[src/rtl/sniff_pkg.sv]
package sniff_pkg;

    localparam int ACC_W  = 32;
    localparam int CHAN_W = 4;
    localparam int MODE_W = 3;

    typedef enum logic [MODE_W-1:0] {
        MODE_CRC32     = 3'd0,
        MODE_CRC32_REF = 3'd1,
        MODE_CRC16     = 3'd2,
        MODE_XOR       = 3'd3,
        MODE_SUM       = 3'd4
    } sniff_mode_e;

    typedef struct packed {
        logic              en;
        logic [CHAN_W-1:0] chan;
        logic [MODE_W-1:0] mode;
        logic              bswap;
        logic              orev;
        logic              oinv;
    } sniff_cfg_t;

    typedef struct packed {
        sniff_cfg_t       cfg;
        logic [ACC_W-1:0] acc;
    } sniff_state_t;

endpackage

[src/rtl/sniff_byterev.sv]
module sniff_byterev #(
    parameter int W = 32
) (
    input  logic         en,
    input  logic [W-1:0] din,
    output logic [W-1:0] dout
);
    localparam int NB = W / 8;

    logic [W-1:0] swapped;

    for (genvar b = 0; b < NB; b++) begin : g_byte
        assign swapped[8*b +: 8] = din[8*(NB-1-b) +: 8];
    end

    assign dout = en ? swapped : din;
endmodule

[src/rtl/sniff_crc_step.sv]
module sniff_crc_step #(
    parameter int          DW      = 32,
    parameter int          CW      = 32,
    parameter logic [CW-1:0] POLY  = '0,
    parameter bit          REFLECT = 1'b0
) (
    input  logic [CW-1:0] crc_in,
    input  logic [DW-1:0] data,
    output logic [CW-1:0] crc_out
);
    if (REFLECT) begin : g_lsb_first
        always_comb begin
            logic [CW-1:0] c;
            logic          fb;
            c = crc_in;
            for (int i = 0; i < DW; i++) begin
                fb = c[0] ^ data[i];
                c  = c >> 1;
                if (fb) c = c ^ POLY;
            end
            crc_out = c;
        end
    end else begin : g_msb_first
        always_comb begin
            logic [CW-1:0] c;
            logic          fb;
            c = crc_in;
            for (int i = DW - 1; i >= 0; i--) begin
                fb = c[CW-1] ^ data[i];
                c  = c << 1;
                if (fb) c = c ^ POLY;
            end
            crc_out = c;
        end
    end
endmodule

[src/rtl/sniff_readout.sv]
module sniff_readout #(
    parameter int W = 32
) (
    input  logic [W-1:0] acc,
    input  logic         rev,
    input  logic         inv,
    output logic [W-1:0] dout
);
    logic [W-1:0] flipped;
    logic [W-1:0] ordered;

    for (genvar i = 0; i < W; i++) begin : g_bit
        assign flipped[i] = acc[W-1-i];
    end

    assign ordered = rev ? flipped : acc;
    assign dout    = inv ? ~ordered : ordered;
endmodule

[src/rtl/sniff_unit.sv]
module sniff_unit
    import sniff_pkg::*;
#(
    parameter int          DATA_W   = ACC_W,
    parameter int          CRC16_W  = 16,
    parameter logic [31:0] POLY32   = 32'h04C11DB7,
    parameter logic [31:0] POLY32R  = 32'hEDB88320,
    parameter logic [15:0] POLY16   = 16'h1021
) (
    input  logic              clk,
    input  logic              rst_n,
    input  logic              cfg_we,
    input  logic              cfg_en,
    input  logic [CHAN_W-1:0] cfg_chan,
    input  logic [MODE_W-1:0] cfg_mode,
    input  logic              cfg_bswap,
    input  logic              cfg_orev,
    input  logic              cfg_oinv,
    input  logic              seed_we,
    input  logic [DATA_W-1:0] seed_data,
    input  logic              obs_valid,
    input  logic [CHAN_W-1:0] obs_chan,
    input  logic [DATA_W-1:0] obs_data,
    output logic [DATA_W-1:0] acc_rdata
);
    localparam int HI_W = DATA_W - CRC16_W;

    sniff_state_t state_q;
    sniff_state_t state_d;

    logic              hit;
    logic [DATA_W-1:0] beat;
    logic [DATA_W-1:0] crc32_nxt;
    logic [DATA_W-1:0] crc32r_nxt;
    logic [CRC16_W-1:0] crc16_nxt;

    assign hit = state_q.cfg.en && obs_valid && (obs_chan == state_q.cfg.chan);

    sniff_byterev #(.W(DATA_W)) u_swap (
        .en  (state_q.cfg.bswap),
        .din (obs_data),
        .dout(beat)
    );

    sniff_crc_step #(.DW(DATA_W), .CW(DATA_W), .POLY(POLY32), .REFLECT(1'b0)) u_crc32 (
        .crc_in (state_q.acc),
        .data   (beat),
        .crc_out(crc32_nxt)
    );

    sniff_crc_step #(.DW(DATA_W), .CW(DATA_W), .POLY(POLY32R), .REFLECT(1'b1)) u_crc32r (
        .crc_in (state_q.acc),
        .data   (beat),
        .crc_out(crc32r_nxt)
    );

    sniff_crc_step #(.DW(DATA_W), .CW(CRC16_W), .POLY(POLY16), .REFLECT(1'b0)) u_crc16 (
        .crc_in (state_q.acc[CRC16_W-1:0]),
        .data   (beat),
        .crc_out(crc16_nxt)
    );

    always_comb begin
        state_d = state_q;
        if (cfg_we) begin
            state_d.cfg.en    = cfg_en;
            state_d.cfg.chan  = cfg_chan;
            state_d.cfg.mode  = cfg_mode;
            state_d.cfg.bswap = cfg_bswap;
            state_d.cfg.orev  = cfg_orev;
            state_d.cfg.oinv  = cfg_oinv;
        end
        if (seed_we) begin
            state_d.acc = seed_data;
        end else if (hit) begin
            case (sniff_mode_e'(state_q.cfg.mode))
                MODE_CRC32:     state_d.acc = crc32_nxt;
                MODE_CRC32_REF: state_d.acc = crc32r_nxt;
                MODE_CRC16:     state_d.acc = {{HI_W{1'b0}}, crc16_nxt};
                MODE_XOR:       state_d.acc = state_q.acc ^ beat;
                MODE_SUM:       state_d.acc = state_q.acc + beat;
                default:        state_d.acc = state_q.acc;
            endcase
        end
    end

    always_ff @(posedge clk or negedge rst_n) begin
        if (!rst_n) begin
            state_q <= '0;
        end else begin
            state_q <= state_d;
        end
    end

    sniff_readout #(.W(DATA_W)) u_rd (
        .acc (state_q.acc),
        .rev (state_q.cfg.orev),
        .inv (state_q.cfg.oinv),
        .dout(acc_rdata)
    );
endmodule

[config.mk]
export PLATFORM = sky130hd
export DESIGN_NAME = sniff_unit
export DESIGN_NICKNAME = d
export VERILOG_FILES = /design/src/rtl/sniff_pkg.sv /design/src/rtl/sniff_byterev.sv /design/src/rtl/sniff_crc_step.sv /design/src/rtl/sniff_readout.sv /design/src/rtl/sniff_unit.sv
export SDC_FILE = /design/constraint.sdc
export NUM_CORES = 1
export LEC_CHECK = 0
export CAP_MARGIN = 40
export CORE_UTILIZATION = 60
export DETAILED_ROUTE_END_ITERATION = 6
export PLACE_DENSITY = 0.83
export SLEW_MARGIN = 15
export SYNTH_ARGS = -nofsm -noshare
export SYNTH_HDL_FRONTEND = slang
export SYNTH_SLANG_ARGS = --single-unit
export TNS_END_PERCENT = 20
[constraint.sdc]
create_clock -name clk -period 6.44 [get_ports clk]
set_clock_uncertainty 0.15 [all_clocks]
set_input_delay 1.932 -clock clk [delete_from_list [all_inputs] [get_ports clk]]
set_output_delay 1.932 -clock clk [all_outputs]
set_load 0.01 [all_outputs]
Word level (Yosys, flattened, before mapping)
Cells that the tools add are included.
W data, S select, Z words.
{ "word_totals": {"reg_bits": 43, "in_bits": 84, "out_inout_bits": 32} }
{ "op_classes": {"addsub": 1, "n_eq_ne": 5, "mux": 102, "n_bitwise": 194, "n_reduce_logical": 6} }
{ "op_table": {"columns": ["operator", "n"], "rows": [
  ["$mux W32", 37],
  ["$mux W27", 32],
  ["$not A13 Y14", 32],
  ["$not A14 Y14", 32],
  ["$mux W13", 32],
  ["$pmux W32 S5", 1],
  ["$not A3 Y3", 32],
  ["$xor A1 B1 Y1", 96],
  ["$add A32 B32 Y32", 1],
  ["$not A32 Y32", 1],
  ["$xor A32 B32 Y32", 1],
  ["$eq A3 B2 Y1 const B", 2],
  ["$reduce_bool A6 Y1", 1],
  ["$eq A4 B4 Y1", 1],
  ["$eq A3 B1 Y1 const B", 1],
  ["$eq A3 B3 Y1 const B", 1],
  ["$logic_not A3 Y1", 1],
  ["$logic_and A1 B1 Y1", 2],
  ["$reduce_and A2 Y1", 1],
  ["$reduce_bool A2 Y1", 1]
]} }

Longest topological paths before layout
{ "logic_depth": {"word_depth": 68, "mapped_depth": 20} }

Cells and area by module
A second synthesis with hierarchy kept.
{ "hier_totals": {"cells_unflattened": 1372, "area_unflattened_um2": 13913.3} }
{ "by_module_without_submodules": {"columns": ["mod", "instances", "cells_each", "area_each_um2", "seq_area_each_um2"], "rows": [
  ["sniff_unit", 1, 609, 4803.4, 1076.0],
  ["sniff_crc_step (u_crc32)", 1, 284, 3498.4, 0.0],
  ["sniff_crc_step (u_crc32r)", 1, 274, 3288.2, 0.0],
  ["sniff_crc_step (u_crc16)", 1, 97, 1102.3, 0.0],
  ["sniff_readout", 1, 72, 676.9, 0.0],
  ["sniff_byterev", 1, 36, 544.3, 0.0]
]} }

Worst setup path before layout
Ideal clock, no wire load.
{ "synth_timing": {"path_type": "in2reg", "from": "in obs_data[28]", "to": "reg state_q[26] (netlist name)", "setup_ps": 126, "t_arrival_ps": 6145, "setup_slack_ps": 19, "cell_stages": 17, "path_buffers": 1, "cell_sequence": "mux2i_1 inv_1 ha_1 buf_2 xnor2_1 xnor3_2 xnor2_1 xnor2_2 xor2_2 xnor3_1 xor2_2 xnor2_4 xor2_2 xor2_1 a221oi_1 o221ai_1 o311a_1"} }
{ "synth_via": {"elab_chain_len": 44, "elab_cells_between_ends": 134} }
{ "synth_rtl": {"columns": ["element", "line_no", "text"], "rows": [
  ["from (decl)", "sniff_unit.sv:23", "input logic [DATA_W-1:0] obs_data,"],
  ["$mux W32 *", "sniff_byterev.sv:16", "assign dout = en ? swapped : din;"],
  ["parallel branches: the longest is 40 deep, another holds $mux W32", null, null],
  ["$pmux W32 S5 *", "sniff_unit.sv:76", "case (sniff_mode_e'(state_q.cfg.mode))"],
  ["$mux W32 *", "sniff_unit.sv:75", "end else if (hit) begin"],
  ["$mux W32 *", "sniff_unit.sv:73", "if (seed_we) begin"],
  ["to (signal assigned)", "sniff_unit.sv:91", "state_q <= state_d;"],
  ["to (decl)", "sniff_unit.sv:28", "sniff_state_t state_q;"]
]} }
Mark *: on every way between the ends. The select of a mux whose other input is x is not followed.
A chain may end at the register's enable or synchronous reset.

Final worst setup path
{ "layout_timing": {"from": "in obs_data[4]", "to": "reg state_q[2] (netlist name)"} }
{ "layout_via": {"elab_chain_len": 44, "elab_cells_between_ends": 160} }
{ "layout_rtl": {"columns": ["element", "line_no"], "rows": [
  ["$mux W32 *", "sniff_byterev.sv:16"],
  ["parallel branches: the longest is 40 deep, another holds $mux W32", null],
  ["$pmux W32 S5 *", "sniff_unit.sv:76"],
  ["$mux W32 *", "sniff_unit.sv:75"],
  ["$mux W32 *", "sniff_unit.sv:73"]
]} }
Marks and branches as above.

==> flow_summary.toml <==
[status]
status = "complete, no violations"

[clock_tree]
cts_buffers = 5
clockBufferDepth = 2
cts-htree-levels = 2
cts-root-buf = "clkbuf_16"
clock-sinks = 43
holdBufCountCts = 0
cts_tree = "yes"
clk-insertion-delay-late_ns = 0.31
clk_pin_slew_ns = 0.07

[drt]
drt-initial-drc-count = 1272
viasPerCell = 6.132
dr.pass1.iters = 5
ant_nets = 0
route.detailed.drc = 0
wl_per_cell_um = 26.77
drt_wl_total_um = 50650
vias = 11600

[synth]
netlist_area_um2 = 12230
yosys_register_bits = 43
synth_top_area_share_pct = 30.16
synth_cell_types = 64
synth_edf_count = 0
syn_inst = 1293
ys.warnings.count = 0
netlist.top_cell.by_area = "xnor2_1"
ys.flop_type = "dfrtp_1"
avgSynthCellArea_um2 = 9.455
synthesis.nets = 1416
synthTopCellsByArea = "xnor2_1 30%, xor2_1 9.1%, dfrtp_1 8.8%, xnor3_1 4.6%, mux2i_1 4.3%"
synth-seq-area-share_pct = 8.802
async_flop_share_pct = 100.0

[place]
io_buffers = 115
dp_hpwl_um = 40720
globalplace.congestion = 1.089
placed_cells = 1879
place_area_um2 = 15480
dp_slack_ns = -0.3914

[critical_path]
path_delay_family = "XOR/XNOR gates"
worstPathMaxFanout = 4
crit_path_top_delay_cell = "ha_1"
worstPathRequired_ns = 6.49
slowest_delay_ns = 0.45
end_kind = "register"
start_kind = "input pin"
path_cells = "clkdlybuf4s50_1 > mux2i_1 > inv_1 > ha_1 > buf_4 > xor2_1 > xnor2_1 > xnor3_1 > xor2_4 > xor2_4 > xnor2_1 > buf_4 > xnor2_4 > xor2_1 > buf_4 > xnor2_1 > a221oi_2 > a211oi_1 > a21o_1"
cp_num_buf_inv = 5
arrival_ns = 6.42
path_class = "in2reg"

[finish]
fill_cells = 1300
mostFrequentLayoutCells = "411 x xnor2_1, 272 x buf_4, 119 x xor2_1"
largest_register_ffs = 43
instances_no_fill = 1892
regMostFlops = "state_q"
drive_gt1_share_pct = 26.14
fin_area_um2 = 15900
final_common_cell = "xnor2_1"
final_net_count = 1748
area.growth.synth_to_final_pct = 30.02
largestRegisters = "state_q (43)"

[grt]
grt_pass1_vias = 11270
overflow = 0
grt_usage_pct = 47.84
antenna_found_initial = 1
grt_pass1_wl_um = 70770
grt_max_degree = 39

[flow_run]
cap_viol_max_count = 0

[sta]
tns_ns = 0
hold_violations = 0
fmax_mhz = 156.9
min_period_over_period_pct = 98.96
layout_setup_ws_ns = 0.06684
finalCriticalPeriod_ns = 6.373
rsz0062_at_grt = "yes"
worst_pin_slew_ns = 0.9135
relSlewSlack_pct = 39.10
drv_slew = 0
setup_violations = 0

[die]
start_util_pct = 62.00
die_h_um = 144.7
core-area_um2 = 19720
dieArea_um2 = 20950
io_pins = 116
rows = 51
die_w_um = 144.7

[min_path]
hp-class = "reg2reg"
-- cell families (layout without fill, tap and decap cells) --
family | Yosys count | in the layout | synth area share (%)
muxes | 78 | 78 | 7.399
adders and majority gates | 39 | 39 | 4.053
xor gates and xnor gates | 654 | 654 | 58.24
AOI/OAI and AO/OA | 232 | 232 | 12.38
DFF | 43 | 43 | 8.802
other | 0 | 1 | 0
and+or+nand+nor | 142 | 142 | 5.342
buffers and inverters | 105 | 438 | 3.776
-- final timing paths --
kind,from,end,slack (ns),cells after the start
hold / removal,state_q[42]$_DFFE_PN0P_,state_q[42]$_DFFE_PN0P_,0.37,1
max in group asynchronous,rst_n,state_q[23]$_DFFE_PN0P_,4.22,2
min in group asynchronous,rst_n,state_q[31]$_DFFE_PN0P_,1.39,1
setup / recovery,obs_data[4],state_q[2]$_DFFE_PN0P_,0.07,19
setup reg to reg,state_q[34]$_DFFE_PN0P_,state_q[18]$_DFFE_PN0P_,1.03,17
hold reg to reg,state_q[42]$_DFFE_PN0P_,state_q[42]$_DFFE_PN0P_,0.37,1
-- what timing repair did --
item	CTS	global route
setup endpoints to repair	3	25
pin swaps	0	8
resized for setup	3	29
buffers inserted	0	3
-- Yosys cell counts, types with 5 or more instances --
master and instances:
xnor2_1 421, xor2_1 127, a21oi_1 78, nor2_1 58, mux2i_1 52, clkbuf_1 45
dfrtp_1 43, o21ai_0 42, inv_1 39, ha_1 38, nand2_1 35, xnor3_1 25
xnor2_2 24, a21o_1 22, a221oi_1 19, xnor2_4 18, mux2_2 14, xor2_2 13
nand2b_1 11, o221ai_1 11, xor2_4 10, nor3b_1 9, xnor3_2 8, a31oi_1 7
buf_1 7, mux2i_4 7, nor2b_1 7, a221o_1 6, nand3_1 6, nor3_1 6
o211ai_1 6, o22ai_1 6, mux2i_2 5, o311a_1 5
-- area by class of cell --
type	instances	area, um2	share of cell area [%]
multi-input combinational	1145	10900	68.60
timing repair buffer	391	3263	20.53
sequential	43	1079	6.785
tap	265	331.6	2.086
inverter	39	146.4	0.9210
clock buffer	5	125.1	0.7872
clock inverter	3	43.79	0.2755
antenna	1	2.502	0.01574
-- per-layer routing --
layer / wire length [um] / track usage, % / up-vias
met1: 18220 / 56.88 / 5481
met3: 6611 / 14.05 / 253
met5: 0 / 0 / -
met4: 4177 / 31.52 / 0
li1: - / - / 5023
met2: 21650 / 74.95 / 844
-- stage by stage --
| step | utilization, % | hold slack (ns) |
|---|---|---|
| 2_1_floorplan | - | 0.3311 |
| 3_3_place_gp | 78.39 | 0.3419 |
| 3_5_place_dp | 78.49 | 0.3545 |
| 4_1_cts | 79.40 | 0.3696 |
| 5_1_grt | 80.61 | 0.4043 |
| 6_report | 80.61 | 0.3720 |
-- worst reg2reg max path, cell delays in order (launching register included) --
cell,delay [ns]
dfrtp_2,0.60
buf_4,0.44
mux2_2,0.49
ha_1,0.45
xnor2_1,0.48
xnor2_1,0.19
xor2_1,0.27
xnor2_1,0.16
xnor2_1,0.37
xnor2_2,0.19
xor2_4,0.20
buf_12,0.18
xnor2_4,0.21
xor2_2,0.24
xnor2_2,0.16
xnor2_1,0.10
a221oi_1,0.30
a21oi_1,0.12
Power is not shown: default switching activity piles up to over one toggle a cycle in this logic, so the estimate is an artifact.
